$ cat src/rtl/afsk_rx_pkg.sv
package afsk_rx_pkg;

    typedef enum logic [1:0] {
        NUDGE_HOLD = 2'd0,
        NUDGE_UP   = 2'd1,
        NUDGE_DOWN = 2'd2
    } nudge_e;

endpackage

$ cat src/rtl/tone_history.sv
module tone_history #(
    parameter int VOTE_N = 5
) (
    input  logic              clk,
    input  logic              rst,
    input  logic              smp_valid,
    input  logic              smp_tone,
    output logic [VOTE_N-1:0] window,
    output logic              edge_seen
);
    localparam int HIST_W = (VOTE_N > 4) ? VOTE_N : 4;

    logic [HIST_W-2:0] hist_q;
    logic [HIST_W-1:0] hist_next;

    // newest sample enters at bit 0
    assign hist_next = {hist_q, smp_tone};

    always_ff @(posedge clk) begin
        if (rst) begin
            hist_q <= '0;
        end else if (smp_valid) begin
            hist_q <= hist_next[HIST_W-2:0];
        end
    end

    // pair-wise disagreement: a lone odd sample cannot satisfy both bits
    assign edge_seen = smp_valid && ((hist_next[1:0] ^ hist_next[3:2]) == 2'b11);
    assign window    = hist_next[VOTE_N-1:0];

    assert_hist_hold_R8: assert property (@(posedge clk) disable iff (rst)
        !smp_valid |=> $stable(hist_q));

    assert_hist_shift_R3: assert property (@(posedge clk) disable iff (rst)
        smp_valid |=> hist_q[0] == $past(smp_tone));

endmodule

$ cat src/rtl/phase_tracker.sv
module phase_tracker
    import afsk_rx_pkg::*;
#(
    parameter int SAMPLES_PER_BIT = 8,
    parameter int PHASE_STEPS     = 8,
    parameter int NUDGE           = 1
) (
    input  logic clk,
    input  logic rst,
    input  logic smp_valid,
    input  logic edge_seen,
    output logic wrap
);
    localparam int PH_MAX = SAMPLES_PER_BIT * PHASE_STEPS;
    localparam int PH_THR = PH_MAX / 4;
    localparam int PH_W   = $clog2(PH_MAX);
    localparam int SUM_W  = PH_W + 2;

    logic [PH_W-1:0]  phase_q;
    logic [PH_W-1:0]  phase_d;
    logic [SUM_W-1:0] base;
    logic [SUM_W-1:0] sum;
    nudge_e           nudge;

    // choice of nudge for this sample
    always_comb begin
        if (!edge_seen) begin
            nudge = NUDGE_HOLD;
        end else if (phase_q < PH_W'(PH_THR)) begin
            nudge = NUDGE_UP;
        end else begin
            nudge = NUDGE_DOWN;
        end
    end

    // nudge is applied before the wrap test
    always_comb begin
        base = SUM_W'(phase_q) + SUM_W'(PHASE_STEPS);
        unique case (nudge)
            NUDGE_HOLD: sum = base;
            NUDGE_UP:   sum = base + SUM_W'(NUDGE);
            NUDGE_DOWN: sum = base - SUM_W'(NUDGE);
            default:    sum = base;
        endcase
    end

    assign wrap    = smp_valid && (sum >= SUM_W'(PH_MAX));
    assign phase_d = wrap ? PH_W'(sum - SUM_W'(PH_MAX)) : PH_W'(sum);

    always_ff @(posedge clk) begin
        if (rst) begin
            phase_q <= '0;
        end else if (smp_valid) begin
            phase_q <= phase_d;
        end
    end

    assert_phase_hold_R8: assert property (@(posedge clk) disable iff (rst)
        !smp_valid |=> $stable(phase_q));

    assert_phase_step_R4: assert property (@(posedge clk) disable iff (rst)
        (smp_valid && !wrap) |=>
            (int'(phase_q) >= int'($past(phase_q)) + PHASE_STEPS - NUDGE) &&
            (int'(phase_q) <= int'($past(phase_q)) + PHASE_STEPS + NUDGE));

    assert_wrap_residue_R2: assert property (@(posedge clk) disable iff (rst)
        wrap |=> int'(phase_q) < PHASE_STEPS + NUDGE);

    assert_hold_steady_R4: assert property (@(posedge clk) disable iff (rst)
        (smp_valid && !edge_seen && !wrap) |=>
            int'(phase_q) == int'($past(phase_q)) + PHASE_STEPS);

endmodule

$ cat src/rtl/bit_decider.sv
module bit_decider #(
    parameter int VOTE_N   = 5,
    parameter int VOTE_MIN = 3
) (
    input  logic              clk,
    input  logic              rst,
    input  logic              wrap,
    input  logic [VOTE_N-1:0] window,
    output logic              bit_out,
    output logic              bit_stb
);
    localparam int CNT_W = $clog2(VOTE_N + 1);

    logic [CNT_W-1:0] ones;
    logic             line_bit;
    logic             prev_q;
    logic             data_q;
    logic             stb_q;

    always_comb begin
        ones = '0;
        for (int i = 0; i < VOTE_N; i++) begin
            ones = ones + CNT_W'(window[i]);
        end
    end

    assign line_bit = (ones >= CNT_W'(VOTE_MIN));

    always_ff @(posedge clk) begin
        if (rst) begin
            prev_q <= 1'b0;
            data_q <= 1'b0;
            stb_q  <= 1'b0;
        end else begin
            stb_q <= wrap;
            if (wrap) begin
                data_q <= ~(line_bit ^ prev_q);
                prev_q <= line_bit;
            end
        end
    end

    assign bit_out = data_q;
    assign bit_stb = stb_q;

    assert_stb_single_R7: assert property (@(posedge clk) disable iff (rst)
        bit_stb |=> !bit_stb);

    assert_prev_hold_R8: assert property (@(posedge clk) disable iff (rst)
        !wrap |=> $stable(prev_q));

endmodule

$ cat src/rtl/afsk_bitclk_recover.sv
module afsk_bitclk_recover #(
    parameter int SAMPLES_PER_BIT = 8,
    parameter int PHASE_STEPS     = 8,
    parameter int NUDGE           = 1,
    parameter int VOTE_N          = 5,
    parameter int VOTE_MIN        = 3
) (
    input  logic clk,
    input  logic rst,
    input  logic smp_valid,
    input  logic smp_tone,
    output logic bit_out,
    output logic bit_stb
);
    logic [VOTE_N-1:0] window;
    logic              edge_seen;
    logic              wrap;

    tone_history #(.VOTE_N(VOTE_N)) u_hist (
        .clk       (clk),
        .rst       (rst),
        .smp_valid (smp_valid),
        .smp_tone  (smp_tone),
        .window    (window),
        .edge_seen (edge_seen)
    );

    phase_tracker #(
        .SAMPLES_PER_BIT (SAMPLES_PER_BIT),
        .PHASE_STEPS     (PHASE_STEPS),
        .NUDGE           (NUDGE)
    ) u_phase (
        .clk       (clk),
        .rst       (rst),
        .smp_valid (smp_valid),
        .edge_seen (edge_seen),
        .wrap      (wrap)
    );

    bit_decider #(
        .VOTE_N   (VOTE_N),
        .VOTE_MIN (VOTE_MIN)
    ) u_dec (
        .clk     (clk),
        .rst     (rst),
        .wrap    (wrap),
        .window  (window),
        .bit_out (bit_out),
        .bit_stb (bit_stb)
    );

    assert_stb_from_sample_R7: assert property (@(posedge clk) disable iff (rst)
        bit_stb |-> $past(smp_valid));

    assert_reset_quiet_R1: assert property (@(posedge clk)
        $past(rst) |-> !bit_stb);

endmodule

$ cat config.mk
export PLATFORM = sky130hd
export DESIGN_NAME = afsk_bitclk_recover
export DESIGN_NICKNAME = d
export VERILOG_FILES = /design/src/rtl/afsk_rx_pkg.sv /design/src/rtl/tone_history.sv /design/src/rtl/phase_tracker.sv /design/src/rtl/bit_decider.sv /design/src/rtl/afsk_bitclk_recover.sv
export SDC_FILE = /design/constraint.sdc
export NUM_CORES = 1
export LEC_CHECK = 0
export BUFFER_PORTS_ARGS = -buffer_cell sky130_fd_sc_hd__buf_2
export CORE_AREA = 2 2 55 42
export CTS_CLUSTER_DIAMETER = 120
export DETAILED_ROUTE_END_ITERATION = 8
export DIE_AREA = 0 0 57 44
export GPL_TIMING_DRIVEN = 0
export PLACE_DENSITY = 0.81
export REMOVE_ABC_BUFFERS = 1
export SKIP_CTS_REPAIR_TIMING = 1
export SYNTH_ARGS = -nofsm -noshare
export SYNTH_HDL_FRONTEND = slang
export SYNTH_HIERARCHICAL = 1
export SYNTH_SLANG_ARGS = --single-unit
$ cat constraint.sdc
create_clock -name clk -period 5.85 [get_ports clk]
set_clock_uncertainty 0.1 [all_clocks]
set_input_delay 0.2925 -clock clk [delete_from_list [all_inputs] [get_ports clk]]
set_output_delay 0.2925 -clock clk [all_outputs]
set_load 0.005 [all_outputs]
# Word level (Yosys, flattened, before mapping)
# Cells that the tools add are included.
dict set report classes {
  addsub 8
  n_lt_le_gt_ge 3
  eq_ne 3
  n_mux 4
  bitwise_logic 3
  n_reduce_logical 2
}
# cell n
set op_table {}
lappend op_table {{8-bit one-hot mux with 2 select lines} 1}
lappend op_table {{3-bit by 1-bit adder with 3-bit output} 3}
lappend op_table {{8-bit by 1-bit adder with 8-bit output (second input constant)} 1}
lappend op_table {{8-bit by 7-bit >= comparator with 1-bit output (second input constant)} 1}
lappend op_table {{8-bit by 1-bit subtractor with 8-bit output (second input constant)} 1}
lappend op_table {{6-bit by 4-bit adder with 7-bit output (second input constant)} 1}
lappend op_table {{6-bit by 5-bit < comparator with 1-bit output (second input constant)} 1}
lappend op_table {{6-bit two-way mux} 1}
lappend op_table {{6-bit by 1-bit subtractor with 6-bit output (second input constant)} 1}
lappend op_table {{2-bit equality test (second input constant)} 2}
lappend op_table {{2-bit two-way mux} 2}
lappend op_table {{3-bit by 2-bit >= comparator with 1-bit output (second input constant)} 1}
lappend op_table {{1-bit by 1-bit adder with 2-bit output} 1}
lappend op_table {{2-bit by 1-bit equality test with 1-bit output (second input constant)} 1}
lappend op_table {{1-bit logical AND} 2}
lappend op_table {{2-bit XOR} 1}
lappend op_table {{1-bit NOT} 1}
lappend op_table {{1-bit XOR} 1}
dict set report totals {
  reg_bits 13
  inputBits 4
  elab_cells 28
}

# Longest topological paths before layout
# Gate-level depths: netlist of the first run.
dict set report logic_depth {
  depth_word 9
  ltp_mapped 13
}

# Modules after synthesis
# Netlist of the first run, hierarchy kept.
# mod n_inst cells_per_inst area_per_inst_um2
set by_module_without_submodules {}
lappend by_module_without_submodules {phase_tracker 1 85 643.1}
lappend by_module_without_submodules {bit_decider 1 18 205.2}
lappend by_module_without_submodules {tone_history 1 17 173.9}

# Least setup slack after synthesis of the first run
# No wires, ideal clock.
dict set report synth_timing {
  path_type {register -> register}
  startpoint {register u_hist.hist_q[1]}
  endpoint {register u_dec.data_q (netlist: u_dec/bit_out)}
  setup_time_ns 0.088
  arrival_time_ns 2.589
  required_ns 5.662
  path_slack_ns 3.073
  stages_incl_launch_ff 14
  path_buffers 1
  synth_period_minus_slack_ns 2.777
  cell_sequence {dfxtp_1 xor2_1 and3_1 o21ai_2 buf_6 xnor2_1 ha_1 nor3b_1 o21bai_1 o2111a_1 o2111ai_1 nor3b_1 nor2_1 a311oi_2}
}
dict set report synth_between {
  elab_chain_len 8
}
# item line
set synth_rtl {}
lappend synth_rtl {{start: declaration} tone_history.sv:13} ;# logic [HIST_W-2:0] hist_q;
lappend synth_rtl {{start signal: assignment} tone_history.sv:23} ;# hist_q <= hist_next[HIST_W-2:0];
lappend synth_rtl {{2-bit XOR (*)} tone_history.sv:28} ;# assign edge_seen = smp_valid && ((hist_next[1:0] ^ hist_next[3:2]) == 2'b11);
lappend synth_rtl {{2-bit equality test (*)} tone_history.sv:28}
lappend synth_rtl {{1-bit logical AND (*)} tone_history.sv:28}
lappend synth_rtl {{net edge_seen} afsk_bitclk_recover.sv:16} ;# logic edge_seen;
lappend synth_rtl {{2-bit two-way mux (*)} phase_tracker.sv:27} ;# if (!edge_seen) begin
lappend synth_rtl {{2-bit equality test / 2-bit by 1-bit equality test with 1-bit output (equally long branches)} phase_tracker.sv:39} ;# unique case (nudge)
lappend synth_rtl {{8-bit one-hot mux with 2 select lines (*)} phase_tracker.sv:39}
lappend synth_rtl {{8-bit by 7-bit >= comparator with 1-bit output (*)} phase_tracker.sv:47} ;# assign wrap = smp_valid && (sum >= SUM_W'(PH_MAX));
lappend synth_rtl {{1-bit logical AND (*)} phase_tracker.sv:47}
lappend synth_rtl {{net wrap} afsk_bitclk_recover.sv:17} ;# logic wrap;
lappend synth_rtl {{end signal: assignment} bit_decider.sv:37} ;# data_q <= ~(line_bit ^ prev_q);
lappend synth_rtl {{end: declaration} bit_decider.sv:17} ;# logic data_q;
# Mark *: on every way through the listed nets, which the timed path passes. The rest lies on a longest branch.
# A chain may end at the register's enable or synchronous reset.

# Worst setup path after layout of the first run
dict set report layout_timing {
  startpoint {register u_hist.hist_q[2]}
  endpoint {register u_dec.prev_q}
}
dict set report layout_between {
  elab_chain_len 8
}
# item line
set layout_rtl {}
lappend layout_rtl {{2-bit XOR (*)} tone_history.sv:28}
lappend layout_rtl {{2-bit equality test (*)} tone_history.sv:28}
lappend layout_rtl {{1-bit logical AND (*)} tone_history.sv:28}
lappend layout_rtl {{net edge_seen} afsk_bitclk_recover.sv:16}
lappend layout_rtl {{2-bit two-way mux (*)} phase_tracker.sv:27}
lappend layout_rtl {{2-bit equality test / 2-bit by 1-bit equality test with 1-bit output (equally long branches)} phase_tracker.sv:39}
lappend layout_rtl {{8-bit one-hot mux with 2 select lines (*)} phase_tracker.sv:39}
lappend layout_rtl {{8-bit by 7-bit >= comparator with 1-bit output (*)} phase_tracker.sv:47}
lappend layout_rtl {{1-bit logical AND (*)} phase_tracker.sv:47}
lappend layout_rtl {{net wrap} afsk_bitclk_recover.sv:17}
lappend layout_rtl {{end signal: assignment} bit_decider.sv:38} ;# prev_q <= line_bit;
lappend layout_rtl {{end: declaration} bit_decider.sv:16} ;# logic prev_q;
# Marked as above.

==> flow_summary.yaml, run 1 <==
status:
  status: "complete, no violations"
drt:
  vias: 822
  finalWirelength_mm: 1.91
  wl_per_cell_um: 13.3
  via_per_inst: 5.75
  drcViolationCount: 0
  drtIter0Drc: 33
  first_pass_iters: 4
  antenna_left: 0
layout:
  n_fill_cell: 210
  diodes: 0
  drive_gt1_frac: 0.151
  area_delta_synth_final_pct: 1.10
  final_area_um2: 1030
  stdcell_count: 143
  final_util: 0.518
  nets: 130
placement:
  gp_congestion: 0.836
  dp.cells: 139
  pre_cts_ws_ns: 2.22
  dpl_cell_area_um2: 1010
  dpl.hpwl_mm: 1.40
  port_buffers: 5
timing:
  hold_viol_final: 0
  max_freq_ghz: 0.276
  setup_tns_ns: 0
  timing.hold.ws_ns: 0.218
  timing.final.crit_share: 0.620
  setup_ws_ns: 2.22
  layout_min_cycle_time_ns: 3.63
  relSlewSlack: 0.562
  final_max_slew_viol_count: 0
  rsz0062_at_grt: "no"
  worst_pin_slew_ns: 0.656
  finalSetupViolations: 0
yosys:
  synth_edf_count: 0
  ys_seq_area_frac: 0.255
  synthDistinctLibCells: 50
  synth-warning-count: 6
  synth_seq_cells: 13
  synth_area_per_cell_um2: 8.52
  ys.flop_type: "dfxtp_1"
  syn_area_um2: 1020
  synth-async-reset-ratio: 0
  synth_cells: 120
floorplan:
  die_x_um: 57
  std_cell_rows: 14
  die_h_um: 44
  top_level_ports: 6
  coreArea_um2: 2000
  initial_core_util: 0.512
  die_area_um2: 2510
worst_setup_path:
  worst-setup-path-type: "flop to flop"
  cp-start-kind: "flop"
  cpMostUsedCell: "nor3b_1"
  crit_chain: "xor2_1 -> and3_1 -> o21ai_2 -> xnor2_1 -> ha_1 -> nor3b_1 -> o21bai_1 -> o2111a_1 -> o2111ai_1 -> nor3b_1 -> nor2_1 -> a311oi_1"
  cp_max_fo: 15
  slowest_delay_ns: 0.58
  arrival_ns: 3.71
  cp_top_family: "simple AND/OR/NAND/NOR gates"
  cp_num_buf_inv: 0
  crit_slowest_cell: "nor3b_1"
  end_kind: "flop"
  cp.required_ns: 5.93
global_routing:
  antenna_found_initial: 0
  globalRouteTotalUtil: 0.181
  gr-total-overflow: 0
  grt_pass1_vias: 845
  grt_max_degree: 16
  grt_pass1_wl_mm: 3.53
clock_tree:
  clk_latency_ns: 0.27
  htree_levels: 1
  numCtsBuffers: 3
  cts_buffer_depth: 2
  cts.sinks: 13
  cts-root-buf: "clkbuf_4"
  path_clk_slew_ns: 0.07
  tritoncts: "built"
hold_path:
  worstHoldPathType: "input pin to flop"
power_and_ir_drop:
  finalPower_mw: 0.181
  leakage_nw: 0.417
  ir_worst_vdd_v: 0.000108
  power_density_nw_per_um2: 175
job:
  maxCapViolCount: 0
registers in the layout (all words and copies together) (netlist names):
register	count
u_phase/phase_q	6
u_hist/hist_q	4
u_dec/bit_out	1
u_dec/bit_stb	1
u_dec/prev_q	1
kinds of logic (layout without fill, tap and decap cells):
family                   Yosys count  in the layout  synth area share
XOR/XNOR                           6              6            0.0514
AO/OA/AOI/OAI                     23             23             0.173
flip-flops                        13             13             0.255
adder cells (fa/ha/maj)            6              6            0.0881
AND/OR/NAND/NOR                   48             48             0.263
buffers and inverters             16             15            0.0906
multiplexers                       8              8            0.0796
power breakdown:
group	leakage (nW)	total [mW]	internal, mW	switching [mW]
combinational	0.297	0.0303	0.0140	0.0163
clock	0.0150	0.0543	0.0264	0.0279
sequential	0.106	0.0968	0.0912	0.00562
worst reg2reg max path, stage by stage (launching register included):
cell and delay [ns]:
dfxtp_1 0.43, xor2_1 0.17, and3_1 0.52, o21ai_2 0.26, xnor2_1 0.19, ha_1 0.25, nor3b_1 0.20, o21bai_1 0.10
o2111a_1 0.17, o2111ai_1 0.19, nor3b_1 0.58, nor2_1 0.11, a311oi_1 0.27
layout make-up:
cell class	instances	area, µm²	share of cell area
Tap cell	24	30.0	0.0291
Multi-Input combinational cell	91	669	0.648
Sequential cell	13	260	0.252
Clock buffer	4	26.3	0.0254
Timing Repair Buffer	5	25.0	0.0242
Inverter	6	22.5	0.0218
final timing paths:
kind / start / to / slack [ns] / depth (start not counted)
worst max-delay path: u_hist/hist_q[2] / u_dec/prev_q / 2.22 / 12
worst min-delay path: smp_tone / u_hist/hist_q[0] / 0.22 / 3
worst max register to register: u_hist/hist_q[2] / u_dec/prev_q / 2.22 / 12
worst min register to register: u_dec/prev_q / u_dec/prev_q / 0.40 / 2
synthesized netlist by cell type, drive strengths merged, types with 3 or more instances:
cell type	n	area [µm²]
ha	4	50.1
o21ai	7	38.8
inv	6	22.5
nor2	14	52.6
buf	8	62.6
xor2	4	35.0
mux2i	7	70.1
and3	3	21.3
a21oi	3	15.0
nand2	11	41.3
nand2b	3	26.3
dfxtp	13	260
layout by cell type (no fill, tap or decap), types with 2 or more instances in the layout:
| master | netlist | final |
|---|---|---|
| nor2_1 | 14 | 14 |
| dfxtp_1 | 13 | 13 |
| nand2_1 | 11 | 11 |
| mux2i_1 | 7 | 7 |
| inv_1 | 6 | 6 |
| buf_2 | 2 | 5 |
| o21ai_0 | 5 | 5 |
| ha_1 | 4 | 4 |
| xor2_1 | 4 | 4 |
| clkbuf_4 | 0 | 3 |
| a21oi_1 | 3 | 3 |
| nand3b_1 | 2 | 2 |
| fa_1 | 2 | 2 |
| xnor2_1 | 2 | 2 |
| and3_2 | 2 | 2 |
| nand3_1 | 2 | 2 |
| nor3b_1 | 2 | 2 |
| nand2b_1 | 2 | 2 |
layer usage:
metal,track usage,wire (µm)
met1,0.222,909
met2,0.317,960
met3,0.0358,39
met4,0.0698,0
met5,0,0
No activity file was read; power rests on OpenSTA's default activity.
==> run 2, diff against run 1 <==
Settings changed: ABC_AREA set to 1, CORE_AREA 2 2 55 42 to 2 2 56 42, DIE_AREA 0 0 57 44 to 0 0 58 44, PLACE_DENSITY 0.81 to 0.83.
Clock period 5.85 ns to 3.15 ns, I/O delays scaled along.
==> run 2 against run 1 <==
Sequential share of layout area shrank 1.4 points; setup slack worse by 1.9 ns; critical path depth up 10; largest power group unchanged; combinational power grew 110%; synthesized cell count increased by 37%; die area increased by 1.8%; non-clock buffer count unchanged.
==> flow_summary.yaml, run 2 <==
worst_setup_path:
  cp.required_ns: 3.22
  cp_top_family: "simple AND/OR/NAND/NOR gates"
  cpMostUsedCell: "nand2_1"
  cp_num_buf_inv: 3
  end_kind: "flop"
  arrival_ns: 2.91
  rr_worst_depth: 22
  cp-start-kind: "flop"
  crit_chain: "nand2_1 -> nand2_1 -> nand2_1 -> nor2_4 -> o21ai_4 -> nand2_1 -> nand2_1 -> inv_1 -> ha_1 -> inv_1 -> nand2_1 -> nand4_1 -> nand2_1 -> nand2_1 -> nand2_1 -> nor2_1 -> nor2_1 -> inv_1 -> nand2_1 -> nand2_1 -> nor2_1 -> nor2_1"
  regToRegEndpoint: "u_dec/bit_out"
  rr_startpoint: "u_hist/hist_q[2]"
  slowest_delay_ns: 0.41
  crit_slowest_cell: "dfxtp_1"
  worst-setup-path-type: "flop to flop"
  cp_max_fo: 11
  rrSetupSlack_ns: 0.31
status:
  status: "complete, no violations"
floorplan:
  top_level_ports: 6
  coreArea_um2: 2030
  initial_core_util: 0.508
  std_cell_rows: 14
  die_x_um: 58
  die_h_um: 44
  die_area_um2: 2550
layout:
  top_regs: "u_phase/phase_q x6, u_hist/hist_q x4"
  layout_commonest_cell: "nand2_1"
  final_area_um2: 1090
  diodes: 0
  nets: 181
  drive_gt1_frac: 0.124
  largest_register: "u_phase/phase_q"
  area_delta_synth_final_pct: 5.82
  final_cell_mix: "48 x nand2_1, 27 x inv_1, 14 x nand3_1, 14 x a21oi_1, 13 x dfxtp_1"
  largest_register_ffs: 6
timing:
  relSlewSlack: 0.769
  setup_tns_ns: 0
  worst_pin_slew_ns: 0.344
  hold_viol_final: 0
  final_max_slew_viol_count: 0
  finalSetupViolations: 0
  layout_min_cycle_time_ns: 2.84
  rsz0062_at_grt: "no"
  max_freq_ghz: 0.352
  timing.final.crit_share: 0.902
hold_path:
  hold_depth: 2
  hold_end: "u_hist/hist_q[2]"
  hold_start: "rst"
  worstHoldPathType: "input pin to flop"
yosys:
  syn_area_um2: 1030
  synth_top_area_share: 0.252
  synth_area_leaders: "dfxtp_1 25%, nand2_1 17%, inv_1 9.8%"
  synth_edf_count: 0
  synth-warning-count: 6
  synth_seq_cells: 13
  synth_area_per_cell_um2: 6.29
  synth.most_common_cell: "nand2_1"
  synthDistinctLibCells: 22
  synth_cells: 164
  synth_largest_area_cell: "dfxtp_1"
  yosys-top-cells-count: "48 x nand2_1, 27 x inv_1, 14 x a21oi_1, 14 x nand3_1, 13 x dfxtp_1"
  ys.flop_type: "dfxtp_1"
  synth-async-reset-ratio: 0
  ys_seq_area_frac: 0.252
clock_tree:
  clk_latency_ns: 0.27
  tritoncts: "built"
  numCtsBuffers: 3
  path_clk_slew_ns: 0.08
  cts.sinks: 13
  htree_levels: 1
  cts-root-buf: "clkbuf_4"
  cts_buffer_depth: 2
global_routing:
  grt_pass1_wl_mm: 3.48
  globalRouteTotalUtil: 0.177
  grt_pass1_vias: 840
  grt_max_degree: 12
  gr-total-overflow: 0
  antenna_found_initial: 0
drt:
  drcViolationCount: 0
  vias: 1048
  first_pass_iters: 4
  finalWirelength_mm: 2.17
  drtIter0Drc: 65
  wl_per_cell_um: 11.2
  antenna_left: 0
  via_per_inst: 5.40
power_and_ir_drop:
  finalPower_mw: 0.342
  power.switching_mw: 0.102
  power_frac_clock: 0.289
  pwr-share-seq: 0.521
  ir_worst_vdd_v: 0.000227
  swShare: 0.297
  p_comb_frac: 0.190
  intPower_mw: 0.240
  power_density_nw_per_um2: 313
  leakage_nw: 0.522
placement:
  port_buffers: 5
  dpl_cell_area_um2: 1060
  gp_congestion: 0.932
  dpl.hpwl_mm: 1.73
job:
  maxCapViolCount: 0
-- run 2: cells by family (layout without fill, tap and decap cells) --
family / count (synthesis) / after routing / share of synthesized area
compound gates: 27 / 27 / 0.159
xor+xnor: 2 / 2 / 0.0170
fa+ha+maj: 6 / 6 / 0.0873
buf+inv: 33 / 39 / 0.135
flops: 13 / 13 / 0.252
simple gates: 83 / 83 / 0.350
-- run 2: cell type report --
cell class              count  area [µm²]
inverters                  30         113
multi-input cells         118         638
repair buffers              5        25.0
well taps                  24        30.0
clock buffers               4        26.3
flip-flops and latches     13         260
fillers                   192         940
-- run 2: per-layer routing --
metal	GRT usage	wire length, µm	up-vias	part of all wire
li1	-	-	537	-
met1	0.246	988	474	0.46
met2	0.280	992	35	0.46
met3	0.0269	179	2	0.083
met4	0.0651	9	0	0.0041
met5	0	0	-	0
-- run 2: power by group through the flow --
stage	combinational, mW	clock, mW	sequential (mW)
2_1_floorplan	0.0461	0	0.180
3_3_place_gp	0.0592	0	0.181
3_5_place_dp	0.0626	0	0.182
4_1_cts	0.0630	0.103	0.178
5_1_grt	0.0731	0.109	0.179
6_report	0.0650	0.0988	0.178
-- run 2: how the worst max path moves through the flow --
stage	start	end	slack (ns)	cells past startpoint
floorplan	u_hist/hist_q[1]	u_dec/bit_out	0.68	22
global placement	u_hist/hist_q[2]	u_dec/bit_out	0.35	22
detailed placement	u_hist/hist_q[2]	u_dec/bit_out	0.18	22
CTS	u_hist/hist_q[2]	u_dec/bit_out	0.16	22
global route	u_hist/hist_q[2]	u_dec/bit_out	0.02	22
finish	u_hist/hist_q[2]	u_dec/bit_out	0.31	22
-- run 2: worst register-to-register path, stage by stage (launching register included) --
cell	delay [ns]
dfxtp_1	0.41
nand2_1	0.10
nand2_1	0.08
nand2_1	0.09
nor2_4	0.28
o21ai_4	0.18
nand2_1	0.09
nand2_1	0.06
inv_1	0.06
ha_1	0.15
inv_1	0.05
nand2_1	0.08
nand4_1	0.15
nand2_1	0.09
nand2_1	0.04
nand2_1	0.05
nor2_1	0.05
nor2_1	0.23
inv_1	0.10
nand2_1	0.07
nand2_1	0.05
nor2_1	0.10
nor2_1	0.06
-- run 2: metrics by stage --
stage	instances	setup slack [ns]	hold slack (ns)	utilization
after floorplan	161	0.682	0.127	-
after global placement	190	0.354	0.346	0.522
after detailed placement	190	0.181	0.358	0.522
after CTS	194	0.158	0.0649	0.535
after global routing	194	0.0250	0.0901	0.538
final	194	0.309	0.0721	0.538
